### src/rtl/alloc_pkg.sv
package alloc_pkg;
    localparam int NUM_Q   = 3;
    localparam int LANES   = 2;
    localparam int SLOTS   = 2;
    localparam int NUM_OPS = SLOTS * 2;
    localparam int LANE_W  = (LANES > 1) ? $clog2(LANES) : 1;
    localparam int QI_INT  = 0;
    localparam int QI_VEC  = 1;
    localparam int QI_MEM  = 2;

    localparam logic [2:0] CLS_COMPLEX = 3'd1;
    localparam logic [2:0] CLS_LOADOP  = 3'd2;

    typedef enum logic [1:0] {Q_INT = 2'd0, Q_VEC = 2'd1, Q_MEM = 2'd2, Q_NONE = 2'd3} qsel_t;

    typedef enum logic [3:0] {
        OP_PASS    = 4'd0,
        OP_LDOP_M  = 4'd1,
        OP_LDOP_X  = 4'd2,
        OP_ADD     = 4'd3,
        OP_FLAGMRG = 4'd4,
        OP_LOAD    = 4'd5,
        OP_STORE   = 4'd6,
        OP_SPUPD   = 4'd7,
        OP_JUMP    = 4'd8,
        OP_GATH_A  = 4'd9,
        OP_GATH_B  = 4'd10,
        OP_AGU_A   = 4'd11,
        OP_AGU_B   = 4'd12
    } opc_t;

    typedef struct packed {
        logic [2:0] cls;
        logic [1:0] unit;
        logic [2:0] kind;
    } uop_ctl_t;

    typedef struct packed {
        logic  vld;
        qsel_t q;
        opc_t  opc;
    } eop_t;

    typedef enum logic [1:0] {S_EMPTY = 2'd0, S_PAIR = 2'd1, S_LONE = 2'd2} alloc_state_t;
endpackage

### src/rtl/alloc_expand.sv
module alloc_expand
    import alloc_pkg::*;
(
    input  uop_ctl_t ctl,
    output eop_t     op_a,
    output eop_t     op_b,
    output logic     is_cplx
);
    function automatic qsel_t unit_queue(input logic [1:0] u);
        case (u)
            2'd1:    return Q_VEC;
            2'd2:    return Q_MEM;
            default: return Q_INT;
        endcase
    endfunction

    function automatic qsel_t exec_queue(input logic [1:0] u);
        return (u == 2'd1) ? Q_VEC : Q_INT;
    endfunction

    always_comb begin
        is_cplx = (ctl.cls == CLS_COMPLEX);
        op_a    = '{vld: 1'b1, q: unit_queue(ctl.unit), opc: OP_PASS};
        op_b    = '{vld: 1'b0, q: Q_INT, opc: OP_PASS};
        if (is_cplx) begin
            op_b.vld = 1'b1;
            case (ctl.kind)
                3'd0: begin
                    op_a.q = Q_INT; op_a.opc = OP_ADD;
                    op_b.q = Q_INT; op_b.opc = OP_FLAGMRG;
                end
                3'd1: begin
                    op_a.q = Q_MEM; op_a.opc = OP_LOAD;
                    op_b.q = Q_INT; op_b.opc = OP_SPUPD;
                end
                3'd2: begin
                    op_a.q = Q_MEM; op_a.opc = OP_STORE;
                    op_b.q = Q_INT; op_b.opc = OP_SPUPD;
                end
                3'd3, 3'd4: begin
                    op_a.q = Q_INT; op_a.opc = OP_JUMP;
                    op_b.q = Q_INT; op_b.opc = OP_SPUPD;
                end
                3'd5: begin
                    op_a.q = Q_VEC; op_a.opc = OP_GATH_A;
                    op_b.q = Q_VEC; op_b.opc = OP_GATH_B;
                end
                default: begin
                    op_a.q = Q_INT; op_a.opc = OP_AGU_A;
                    op_b.q = Q_INT; op_b.opc = OP_AGU_B;
                end
            endcase
        end else if (ctl.cls == CLS_LOADOP) begin
            op_a.q   = Q_MEM;
            op_a.opc = OP_LDOP_M;
            op_b.vld = 1'b1;
            op_b.q   = exec_queue(ctl.unit);
            op_b.opc = OP_LDOP_X;
        end
    end
endmodule

### src/rtl/alloc_hold.sv
module alloc_hold
    import alloc_pkg::*;
#(
    parameter int TAG_W = 8
) (
    input  logic             clk,
    input  logic             rst,
    input  logic             dec_valid,
    input  logic             dec_two,
    input  uop_ctl_t         in_ctl [SLOTS],
    input  logic [TAG_W-1:0] in_tag [SLOTS],
    input  logic             all_ready,
    input  logic             cplx_a,
    input  logic             cplx_b,
    output uop_ctl_t         cur_ctl [SLOTS],
    output logic [TAG_W-1:0] cur_tag [SLOTS],
    output logic [SLOTS-1:0] issue,
    output logic             fire,
    output logic             dec_ready
);
    alloc_state_t     state, state_nx;
    uop_ctl_t         h_ctl [SLOTS];
    logic [TAG_W-1:0] h_tag [SLOTS];
    logic             h1_vld;
    logic             busy, done, take;

    // state register and hold registers
    always_ff @(posedge clk) begin
        if (rst) begin
            state  <= S_EMPTY;
            h1_vld <= 1'b0;
            for (int s = 0; s < SLOTS; s++) begin
                h_ctl[s] <= '0;
                h_tag[s] <= '0;
            end
        end else begin
            state <= state_nx;
            if (take) begin
                h1_vld <= dec_two;
                for (int s = 0; s < SLOTS; s++) begin
                    h_ctl[s] <= in_ctl[s];
                    h_tag[s] <= in_tag[s];
                end
            end
        end
    end

    // outputs of the current state
    always_comb begin
        busy       = 1'b0;
        done       = 1'b1;
        issue      = '0;
        cur_ctl[0] = h_ctl[0];
        cur_tag[0] = h_tag[0];
        cur_ctl[1] = h_ctl[1];
        cur_tag[1] = h_tag[1];
        unique case (state)
            S_EMPTY: begin
                busy = 1'b0;
            end
            S_PAIR: begin
                busy     = 1'b1;
                issue[0] = 1'b1;
                issue[1] = h1_vld && !cplx_a && !cplx_b;
                done     = !h1_vld || issue[1];
            end
            S_LONE: begin
                busy       = 1'b1;
                issue[0]   = 1'b1;
                cur_ctl[0] = h_ctl[1];
                cur_tag[0] = h_tag[1];
            end
            default: begin
                busy = 1'b0;
            end
        endcase
        fire      = busy && all_ready;
        dec_ready = !busy || (fire && done);
        take      = dec_valid && dec_ready;
    end

    // next state
    always_comb begin
        state_nx = state;
        unique case (state)
            S_EMPTY: if (take) state_nx = S_PAIR;
            S_PAIR: begin
                if (fire) begin
                    if (!done)     state_nx = S_LONE;
                    else if (take) state_nx = S_PAIR;
                    else           state_nx = S_EMPTY;
                end
            end
            S_LONE: if (fire) state_nx = take ? S_PAIR : S_EMPTY;
            default: state_nx = S_EMPTY;
        endcase
    end
endmodule

### src/rtl/alloc_router.sv
module alloc_router
    import alloc_pkg::*;
#(
    parameter int TAG_W = 8
) (
    input  logic             fire,
    input  eop_t             ops   [NUM_OPS],
    input  logic [TAG_W-1:0] tags  [NUM_OPS],
    output logic             q_vld [NUM_Q][LANES],
    output opc_t             q_opc [NUM_Q][LANES],
    output logic [TAG_W-1:0] q_tag [NUM_Q][LANES]
);
    logic [LANE_W:0] fill [NUM_Q];

    always_comb begin
        for (int k = 0; k < NUM_Q; k++) begin
            fill[k] = '0;
            for (int l = 0; l < LANES; l++) begin
                q_vld[k][l] = 1'b0;
                q_opc[k][l] = OP_PASS;
                q_tag[k][l] = '0;
            end
        end
        for (int i = 0; i < NUM_OPS; i++) begin
            for (int k = 0; k < NUM_Q; k++) begin
                if (fire && ops[i].vld && (int'(ops[i].q) == k) && (int'(fill[k]) < LANES)) begin
                    q_vld[k][fill[k][LANE_W-1:0]] = 1'b1;
                    q_opc[k][fill[k][LANE_W-1:0]] = ops[i].opc;
                    q_tag[k][fill[k][LANE_W-1:0]] = tags[i];
                    fill[k] = fill[k] + 1'b1;
                end
            end
        end
    end
endmodule

### src/rtl/alloc_stage.sv
module alloc_stage
    import alloc_pkg::*;
#(
    parameter int TAG_W = 8
) (
    input  logic                   clk,
    input  logic                   rst,
    input  logic                   dec_valid,
    input  logic                   dec_two,
    output logic                   dec_ready,
    input  logic [2:0]             dec0_cls,
    input  logic [1:0]             dec0_unit,
    input  logic [2:0]             dec0_kind,
    input  logic [TAG_W-1:0]       dec0_tag,
    input  logic [2:0]             dec1_cls,
    input  logic [1:0]             dec1_unit,
    input  logic [2:0]             dec1_kind,
    input  logic [TAG_W-1:0]       dec1_tag,
    output logic [LANES-1:0]       int_valid,
    output logic [4*LANES-1:0]     int_code,
    output logic [TAG_W*LANES-1:0] int_tag,
    input  logic                   int_ready,
    output logic [LANES-1:0]       vec_valid,
    output logic [4*LANES-1:0]     vec_code,
    output logic [TAG_W*LANES-1:0] vec_tag,
    input  logic                   vec_ready,
    output logic [LANES-1:0]       mem_valid,
    output logic [4*LANES-1:0]     mem_code,
    output logic [TAG_W*LANES-1:0] mem_tag,
    input  logic                   mem_ready
);
    uop_ctl_t         in_ctl  [SLOTS];
    logic [TAG_W-1:0] in_tag  [SLOTS];
    uop_ctl_t         cur_ctl [SLOTS];
    logic [TAG_W-1:0] cur_tag [SLOTS];
    logic [SLOTS-1:0] issue;
    logic [SLOTS-1:0] cplx;
    logic             fire;
    eop_t             xa [SLOTS];
    eop_t             xb [SLOTS];
    eop_t             ops  [NUM_OPS];
    logic [TAG_W-1:0] tags [NUM_OPS];
    logic             q_vld [NUM_Q][LANES];
    opc_t             q_opc [NUM_Q][LANES];
    logic [TAG_W-1:0] q_tag [NUM_Q][LANES];

    assign in_ctl[0] = '{cls: dec0_cls, unit: dec0_unit, kind: dec0_kind};
    assign in_ctl[1] = '{cls: dec1_cls, unit: dec1_unit, kind: dec1_kind};
    assign in_tag[0] = dec0_tag;
    assign in_tag[1] = dec1_tag;

    alloc_hold #(.TAG_W(TAG_W)) u_hold (
        .clk       (clk),
        .rst       (rst),
        .dec_valid (dec_valid),
        .dec_two   (dec_two),
        .in_ctl    (in_ctl),
        .in_tag    (in_tag),
        .all_ready (int_ready && vec_ready && mem_ready),
        .cplx_a    (cplx[0]),
        .cplx_b    (cplx[1]),
        .cur_ctl   (cur_ctl),
        .cur_tag   (cur_tag),
        .issue     (issue),
        .fire      (fire),
        .dec_ready (dec_ready)
    );

    for (genvar s = 0; s < SLOTS; s++) begin : g_slot
        alloc_expand u_exp (
            .ctl     (cur_ctl[s]),
            .op_a    (xa[s]),
            .op_b    (xb[s]),
            .is_cplx (cplx[s])
        );
        always_comb begin
            ops[2*s]       = xa[s];
            ops[2*s].vld   = xa[s].vld && issue[s];
            ops[2*s+1]     = xb[s];
            ops[2*s+1].vld = xb[s].vld && issue[s];
            tags[2*s]      = cur_tag[s];
            tags[2*s+1]    = cur_tag[s];
        end
    end

    alloc_router #(.TAG_W(TAG_W)) u_route (
        .fire  (fire),
        .ops   (ops),
        .tags  (tags),
        .q_vld (q_vld),
        .q_opc (q_opc),
        .q_tag (q_tag)
    );

    for (genvar l = 0; l < LANES; l++) begin : g_lane
        assign int_valid[l]              = q_vld[QI_INT][l];
        assign int_code[4*l +: 4]        = q_opc[QI_INT][l];
        assign int_tag[TAG_W*l +: TAG_W] = q_tag[QI_INT][l];
        assign vec_valid[l]              = q_vld[QI_VEC][l];
        assign vec_code[4*l +: 4]        = q_opc[QI_VEC][l];
        assign vec_tag[TAG_W*l +: TAG_W] = q_tag[QI_VEC][l];
        assign mem_valid[l]              = q_vld[QI_MEM][l];
        assign mem_code[4*l +: 4]        = q_opc[QI_MEM][l];
        assign mem_tag[TAG_W*l +: TAG_W] = q_tag[QI_MEM][l];
    end
endmodule

### config.mk
export PLATFORM = sky130hd
export DESIGN_NAME = alloc_stage
export DESIGN_NICKNAME = d
export VERILOG_FILES = /design/src/rtl/alloc_pkg.sv /design/src/rtl/alloc_expand.sv /design/src/rtl/alloc_hold.sv /design/src/rtl/alloc_router.sv /design/src/rtl/alloc_stage.sv
export SDC_FILE = /design/constraint.sdc
export NUM_CORES = 1
export LEC_CHECK = 0
export BUFFER_PORTS_ARGS = -buffer_cell sky130_fd_sc_hd__buf_2
export CORE_ASPECT_RATIO = 0.7
export CORE_MARGIN = 10
export CORE_UTILIZATION = 45
export CTS_CLUSTER_DIAMETER = 50
export DETAILED_ROUTE_END_ITERATION = 12
export PLACE_DENSITY = 0.74
export SKIP_LAST_GASP = 1
export SLEW_MARGIN = 20
export SYNTH_ARGS = -nofsm -noshare
export SYNTH_HDL_FRONTEND = slang
export SYNTH_SLANG_ARGS = --single-unit
### constraint.sdc
create_clock -name clk -period 3.29 [get_ports clk]
set_clock_uncertainty 0.1 [all_clocks]
set_input_delay 0.1645 -clock clk [delete_from_list [all_inputs] [get_ports clk]]
set_output_delay 0.1645 -clock clk [all_outputs]
set_load 0.02 [all_outputs]
Word-level counts from Yosys, hierarchy flattened

Memories as Yosys holds them, arrays and structs flattened.
Index checks and enable logic that the tools add are counted.

Output and inout bits: 79
Register bits: 3
Memories kept: 2
Memory bits (writable): 32

Memory list:

| name         | depth | width | read ports | clocked after memory_dff | write ports | line             | source |
|---|---|---|---|---|---|---|---|
| u_hold.h_ctl | 2     | 8     | 2          | 0                        | 2           | alloc_hold.sv:22 | `uop_ctl_t h_ctl [SLOTS];` |
| u_hold.h_tag | 2     | 8     | 2          | 0                        | 2           | alloc_hold.sv:23 | `logic [TAG_W-1:0] h_tag [SLOTS];` |

Multiplexer cells: 153
Order comparisons: 27
Bitwise logic cells: 22
Add/subtract/negate cells: 6
Equal/unequal tests: 31
Reduce and logical (&&, ||, !) cells: 62

Operators by type and width:

| kind               | count |
|---|---|
| $mux 8             | 27 |
| $bwmux 16          | 9 |
| $mux 16            | 9 |
| $bwmux 8           | 9 |
| $demux 8 s1        | 9 |
| $pmux 6 s5         | 2 |
| $mux 4             | 12 |
| $logic_and 1x1->1  | 43 |
| $mux 2             | 19 |
| $demux 4 s1        | 9 |
| $pmux 5 s3         | 2 |
| $mux 7             | 4 |
| $mux 1             | 26 |
| $mux 6             | 4 |
| $eq 2x2->1 const B | 11 |
| $eq 3x2->1 const B | 6 |
| $ge 2x2->1 const B | 9 |
| $lt 2x1->1 const B | 9 |
| $not 1->2          | 9 |
| $or 2x2->2         | 9 |
| $eq 3x1->1 const B | 4 |
| $eq 3x3->1 const B | 4 |
| $lt 2x2->1 const B | 6 |
| $logic_not 2->1    | 5 |
| other kinds (15)   | 45 |

Logic depth before layout (Yosys ltp)

Depth after elaboration: 22
Mapped depth: 15
Gate-level depth less buffers: 13

Hierarchy

A second synthesis with hierarchy kept.

Cell total of the unflattened synthesis: 625
Area total of the unflattened synthesis: 5159.9 um^2

Modules (own cells, without submodules):

| module       | area each (um^2) | instances | cells an instance |
|---|---|---|---|
| alloc_router | 2822.7           | 1         | 403 |
| alloc_hold   | 1810.5           | 1         | 137 |
| alloc_expand | 247.7            | 2         | 40 |
| alloc_stage  | 31.3             | 1         | 5 |

Worst setup path before layout

No wires, ideal clock.

Path type: flip-flop to output port
Start: register u_hold.state[0]
End: output vec_tag[0]
Path slack: 1 ps
Required time: 3025 ps
Cell stages (with the launch flop): 12
Arrival: 3025 ps
Cell sequence: dfxtp_1 inv_1 ha_1 nor4b_4 nor2_1 o32a_1 nand2b_1 ha_1 nand3b_2 and4_1 buf_2 a22o_1

Cells in the longest elaborated chain, start to end: 22

RTL lines:

| what                                                           | line                                   | source |
|---|---|---|
| start, declared                                                | alloc_hold.sv:21                       | `alloc_state_t state, state_nx;` |
| start signal, assigned                                         | alloc_hold.sv:37                       | `state <= state_nx;` |
| $eq 2x2->1                                                     | alloc_hold.sv:57                       | `unique case (state)` |
| $mux 8                                                         | alloc_hold.sv:57                       |  |
| $eq 3x2->1 (tied with other cells)                             | alloc_expand.sv:27                     | `case (ctl.kind)` |
| $reduce_or 2->1 or $pmux 2 s2 (tied branches)                  | --                                     |  |
| $pmux 6 s5 or $mux 6 (tied branches)                           | alloc_expand.sv:27, alloc_expand.sv:53 |  |
| $mux 6                                                         | alloc_expand.sv:25                     | `if (is_cplx) begin` |
| $eq 2x2->1                                                     | alloc_router.sv:26                     | `if (fire && ops[i].vld && (int'(ops[i].q) == k) && (int'(fill[k]) < LANES)) begin` |
| $logic_and 1x1->1                                              | alloc_router.sv:26                     |  |
| [... 6 more ...]                                               | --                                     |  |
| $mux 2                                                         | alloc_router.sv:26                     |  |
| $not 1->2 (implied by the code)                                | alloc_router.sv:29                     | `q_tag[k][fill[k][LANE_W-1:0]] = tags[i];` |
| $ge 2x2->1 (implied by the code) or $lt 2x1->1 (tied branches) | alloc_router.sv:29                     |  |
| $logic_and 1x1->1 (implied by the code)                        | alloc_router.sv:29                     |  |
| $mux 8 (implied by the code)                                   | alloc_router.sv:29                     |  |
| $demux 8 s1                                                    | alloc_router.sv:29                     |  |
| $bwmux 16                                                      | alloc_router.sv:29                     |  |
| $mux 16 (*)                                                    | alloc_router.sv:26                     |  |
| end, declared                                                  | alloc_stage.sv:25                      | `output logic [TAG_W*LANES-1:0] vec_tag,` |

Mark *: on every way between the ends. The rest lies on a longest branch, timed or not.

Worst setup path after layout

Start: register u_hold.state[0]
End: output int_tag[4]

Cells in the longest elaborated chain, start to end: 22

RTL lines:

| what                                                           | line                                   | source |
|---|---|---|
| $eq 2x2->1                                                     | alloc_hold.sv:57                       |  |
| $mux 8                                                         | alloc_hold.sv:57                       |  |
| $eq 3x2->1 (tied with other cells)                             | alloc_expand.sv:27                     |  |
| $reduce_or 2->1 or $pmux 2 s2 (tied branches)                  | --                                     |  |
| $pmux 6 s5 or $mux 6 (tied branches)                           | alloc_expand.sv:27, alloc_expand.sv:53 |  |
| $mux 6                                                         | alloc_expand.sv:25                     |  |
| $logic_not 2->1                                                | alloc_router.sv:26                     |  |
| $logic_and 1x1->1                                              | alloc_router.sv:26                     |  |
| [... 6 more ...]                                               | --                                     |  |
| $mux 2                                                         | alloc_router.sv:26                     |  |
| $not 1->2 (implied by the code)                                | alloc_router.sv:29                     |  |
| $ge 2x2->1 (implied by the code) or $lt 2x1->1 (tied branches) | alloc_router.sv:29                     |  |
| $logic_and 1x1->1 (implied by the code)                        | alloc_router.sv:29                     |  |
| $mux 8 (implied by the code)                                   | alloc_router.sv:29                     |  |
| $demux 8 s1                                                    | alloc_router.sv:29                     |  |
| $bwmux 16                                                      | alloc_router.sv:29                     |  |
| $mux 16 (*)                                                    | alloc_router.sv:26                     |  |
| end, declared                                                  | alloc_stage.sv:21                      | `output logic [TAG_W*LANES-1:0] int_tag,` |

Marked as above.

==> results.py <==
metrics = {
    "run_status": {
        "status": "finished, violations left",
        "violations": "negative setup slack",
    },
    "yosys": {
        "synth_top_area_share": 0.315,
        "synthTopCellsByArea": "edfxtp_1 31%, a22o_1 9.2%, and2_1 9.0%",
        "yosysUniqueCellTypes": 74,
        "syn_area_per_cell_sq_um": 9.82,
        "ys_seq_area_frac": 0.334,
        "netlist_instances": 311,
        "yosysTopAreaCell": "edfxtp_1",
        "synth_ff_type": "edfxtp_1",
        "synth.ff_latch_count": 35,
        "async_reset_ff_frac": 0,
        "synth-edff-count": 32,
        "synth_warnings": 0,
        "syn_area_sq_mm": 0.00305,
    },
    "clocking": {
        "clock_path_buffers": 2,
        "htree_levels": 2,
        "cts.clk_slew.worst_paths_ps": 80,
        "cts_buffers": 5,
        "clkLatencyLatePin_ps": 290,
        "root_buffer": "clkbuf_8",
        "cts_tree": "yes",
        "clock_sinks": 35,
    },
    "die": {
        "start_util": 0.458,
        "rows": 25,
        "die_w_microns": 118,
        "die_h_microns": 88.9,
        "core_sq_mm": 0.00666,
        "pin_count": 118,
        "die_area_sq_mm": 0.0105,
    },
    "final_layout": {
        "syn_to_final_growth_pct": 49.4,
        "multiInputGateArea_sq_mm": 0.00212,
        "final_cells": 566,
        "regArea_sq_mm": 0.00102,
        "antenna_cells": 0,
        "fill_cells": 511,
        "drive_above_1_share": 0.508,
        "nNetsFinal": 519,
    },
    "timing": {
        "holdWs_ps": 17.5,
        "hold_viol_final": 0,
        "fmax_mhz": 296,
        "slew_headroom": 0.268,
        "tightestPinTransition_ps": 1090,
        "report.final.slew_viol_count": 0,
        "setup_viol": 16,
        "fin_crit_sh": 1.03,
        "fin_ws_ps": -91.1,
        "rsz0062_at_grt": "yes",
        "min_period_ps": 3380,
    },
    "power": {
        "power.share.combinational": 0.252,
        "clockPowerShare": 0.295,
        "p_leak_nw": 2.09,
        "powerDensity_mw_per_mm2": 290,
        "switchingPower_uw": 409,
        "irDropWorstVdd_mv": 0.228,
        "intPower_uw": 916,
        "sw_frac_of_total": 0.308,
        "p_seq_frac": 0.453,
    },
    "place": {
        "portBuffers": 110,
        "dp_cells": 545,
        "hpwl_mm": 8.19,
        "gp_congestion": 0.966,
    },
    "worst_setup_path": {
        "start_kind": "flip-flop",
        "arrival_ps": 3120,
        "cp-end-kind": "output pin",
        "path_class": "reg2out",
        "crit_fanout": 8,
        "cp.required_ps": 3030,
    },
    "drt": {
        "wl_per_cell_microns": 19.6,
        "firstDrtPassIters": 5,
        "vias": 3222,
        "drt_wl_total_mm": 11.1,
        "via_per_inst": 5.69,
        "drtIter0Drc": 245,
        "final_antenna_net_count": 0,
        "post-route-drc-count": 0,
    },
    "global_routing": {
        "grt_usage": 0.197,
        "overflow": 0,
        "antenna_found_initial": 0,
        "grt_pass1_vias": 3203,
        "grt_max_degree": 33,
        "grt_pass1_wl_mm": 16.7,
    },
    "worst_hold_path": {
        "min_path_type": "in2reg",
    },
    "job": {
        "drv_cap": 0,
    },
}
==> worst paths after layout <==
path | from | end | slack (ps) | depth (start not counted)
hold / removal | dec_two | u_hold.h1_vld | 20 | 3
hold reg to reg | u_hold.h1_vld | u_hold.h1_vld | 400 | 2
setup reg to reg | u_hold.state[1] | u_hold.h_ctl[0][15] | 210 | 9
setup / recovery | u_hold.state[0] | int_tag[4] | -90 | 14
==> critical path, stage by stage (launching register included) <==
cell and delay, ps:
dfxtp_2 340, inv_2 50, ha_4 180, buf_12 150, nor4b_4 350, o211ai_1 170, o32ai_2 150, and2_4 220
ha_4 160, a211oi_4 50, a31o_4 300, a211oi_4 240, buf_6 170, a22o_1 170, buf_6 130
==> routing by layer <==
metal  track usage  vias up  share of wire
li1              -     1484              -
met1         0.247     1550           0.41
met2         0.331      158           0.47
met3        0.0574       30          0.087
met4        0.0508        0          0.027
met5             0        -              0
==> repair_timing <==
action	4_1_cts	5_1_grt
endpoints found under the setup margin	56	47
gates cloned	1	0
hold buffers	1	0
gates resized for setup	54	47
setup buffers	14	2
endpoints found under the hold margin	3	0
pin swaps	25	26
==> registers in the layout, summed over array words and instances, names as in the netlist <==
name and flops:
u_hold.state 2, u_hold.h1_vld 1, u_hold.h_tag 16, u_hold.h_ctl 16
==> logic make-up (layout without fill, tap and decap cells) <==
family,count (synthesis),after routing,synth area share
AO/OA/AOI/OAI,88,88,0.251
XOR/XNOR,5,5,0.0143
adder cells (fa/ha/maj),8,8,0.0328
buffers and inverters,28,183,0.0537
flip-flops,35,35,0.334
multiplexers,9,9,0.0324
other,1,7,0.00123
AND/OR/NAND/NOR,137,137,0.280
==> Yosys cell counts, types with 4 or more instances <==
cell type,instances
nand2b_1,4
ha_1,8
and2_1,44
mux2i_1,6
nand2_1,21
edfxtp_1,32
a21oi_1,7
inv_1,9
nor2b_1,4
a22o_1,32
nor2_1,25
buf_4,8
nor3b_1,4
a22o_2,8
xor2_1,4
nor3_1,6
o21ai_0,8
==> power by group through the flow <==
stage	clock (mW)	sequential, mW	combinational (mW)
3_3_place_gp	0	0.603	0.283
4_1_cts	0.396	0.596	0.315
5_1_grt	0.417	0.606	0.362
3_5_place_dp	0	0.605	0.289
6_report	0.390	0.600	0.334
2_1_floorplan	0	0.584	0.195
==> layout by cell type, fill, tap and decap left out, types with 4 or more instances in the layout <==
cell type	netlist	routed
a22o_1	32	32
clkbuf_8	0	5
inv_1	9	6
buf_4	8	66
buf_2	3	77
ha_4	0	4
ha_1	8	4
inv_2	1	4
nand2_1	21	19
mux2i_1	6	6
conb_1	1	7
nor3_1	6	5
o21ai_0	8	8
buf_6	3	19
a22o_2	8	8
and2_1	44	44
xor2_1	4	4
nor2_1	25	19
edfxtp_1	32	32
nor2_2	0	6
a21oi_1	7	7
==> layout make-up <==
type | count | share of cell area
inverters | 11 | 0.00959
repair buffers | 165 | 0.252
clock buffers | 5 | 0.0151
flip-flops and latches | 35 | 0.224
clock inverters | 2 | 0.00822
well taps | 94 | 0.0258
multi-input cells | 254 | 0.465
==> per-stage QoR <==
stage                     power (mW)  setup TNS, ps  utilization  instance area (sq um)  worst slack, ps
final                           1.32          -1120        0.685                   4560            -91.1
after global routing            1.39          -3700        0.685                   4560             -218
after CTS                       1.31           -349        0.660                   4400            -47.7
after detailed placement       0.894          -1140        0.592                   3950             -100
after global placement         0.886           -584        0.592                   3950            -47.7
after floorplan                0.779              0            -                   3080            0.671
No activity file was read; power rests on OpenSTA's default activity.
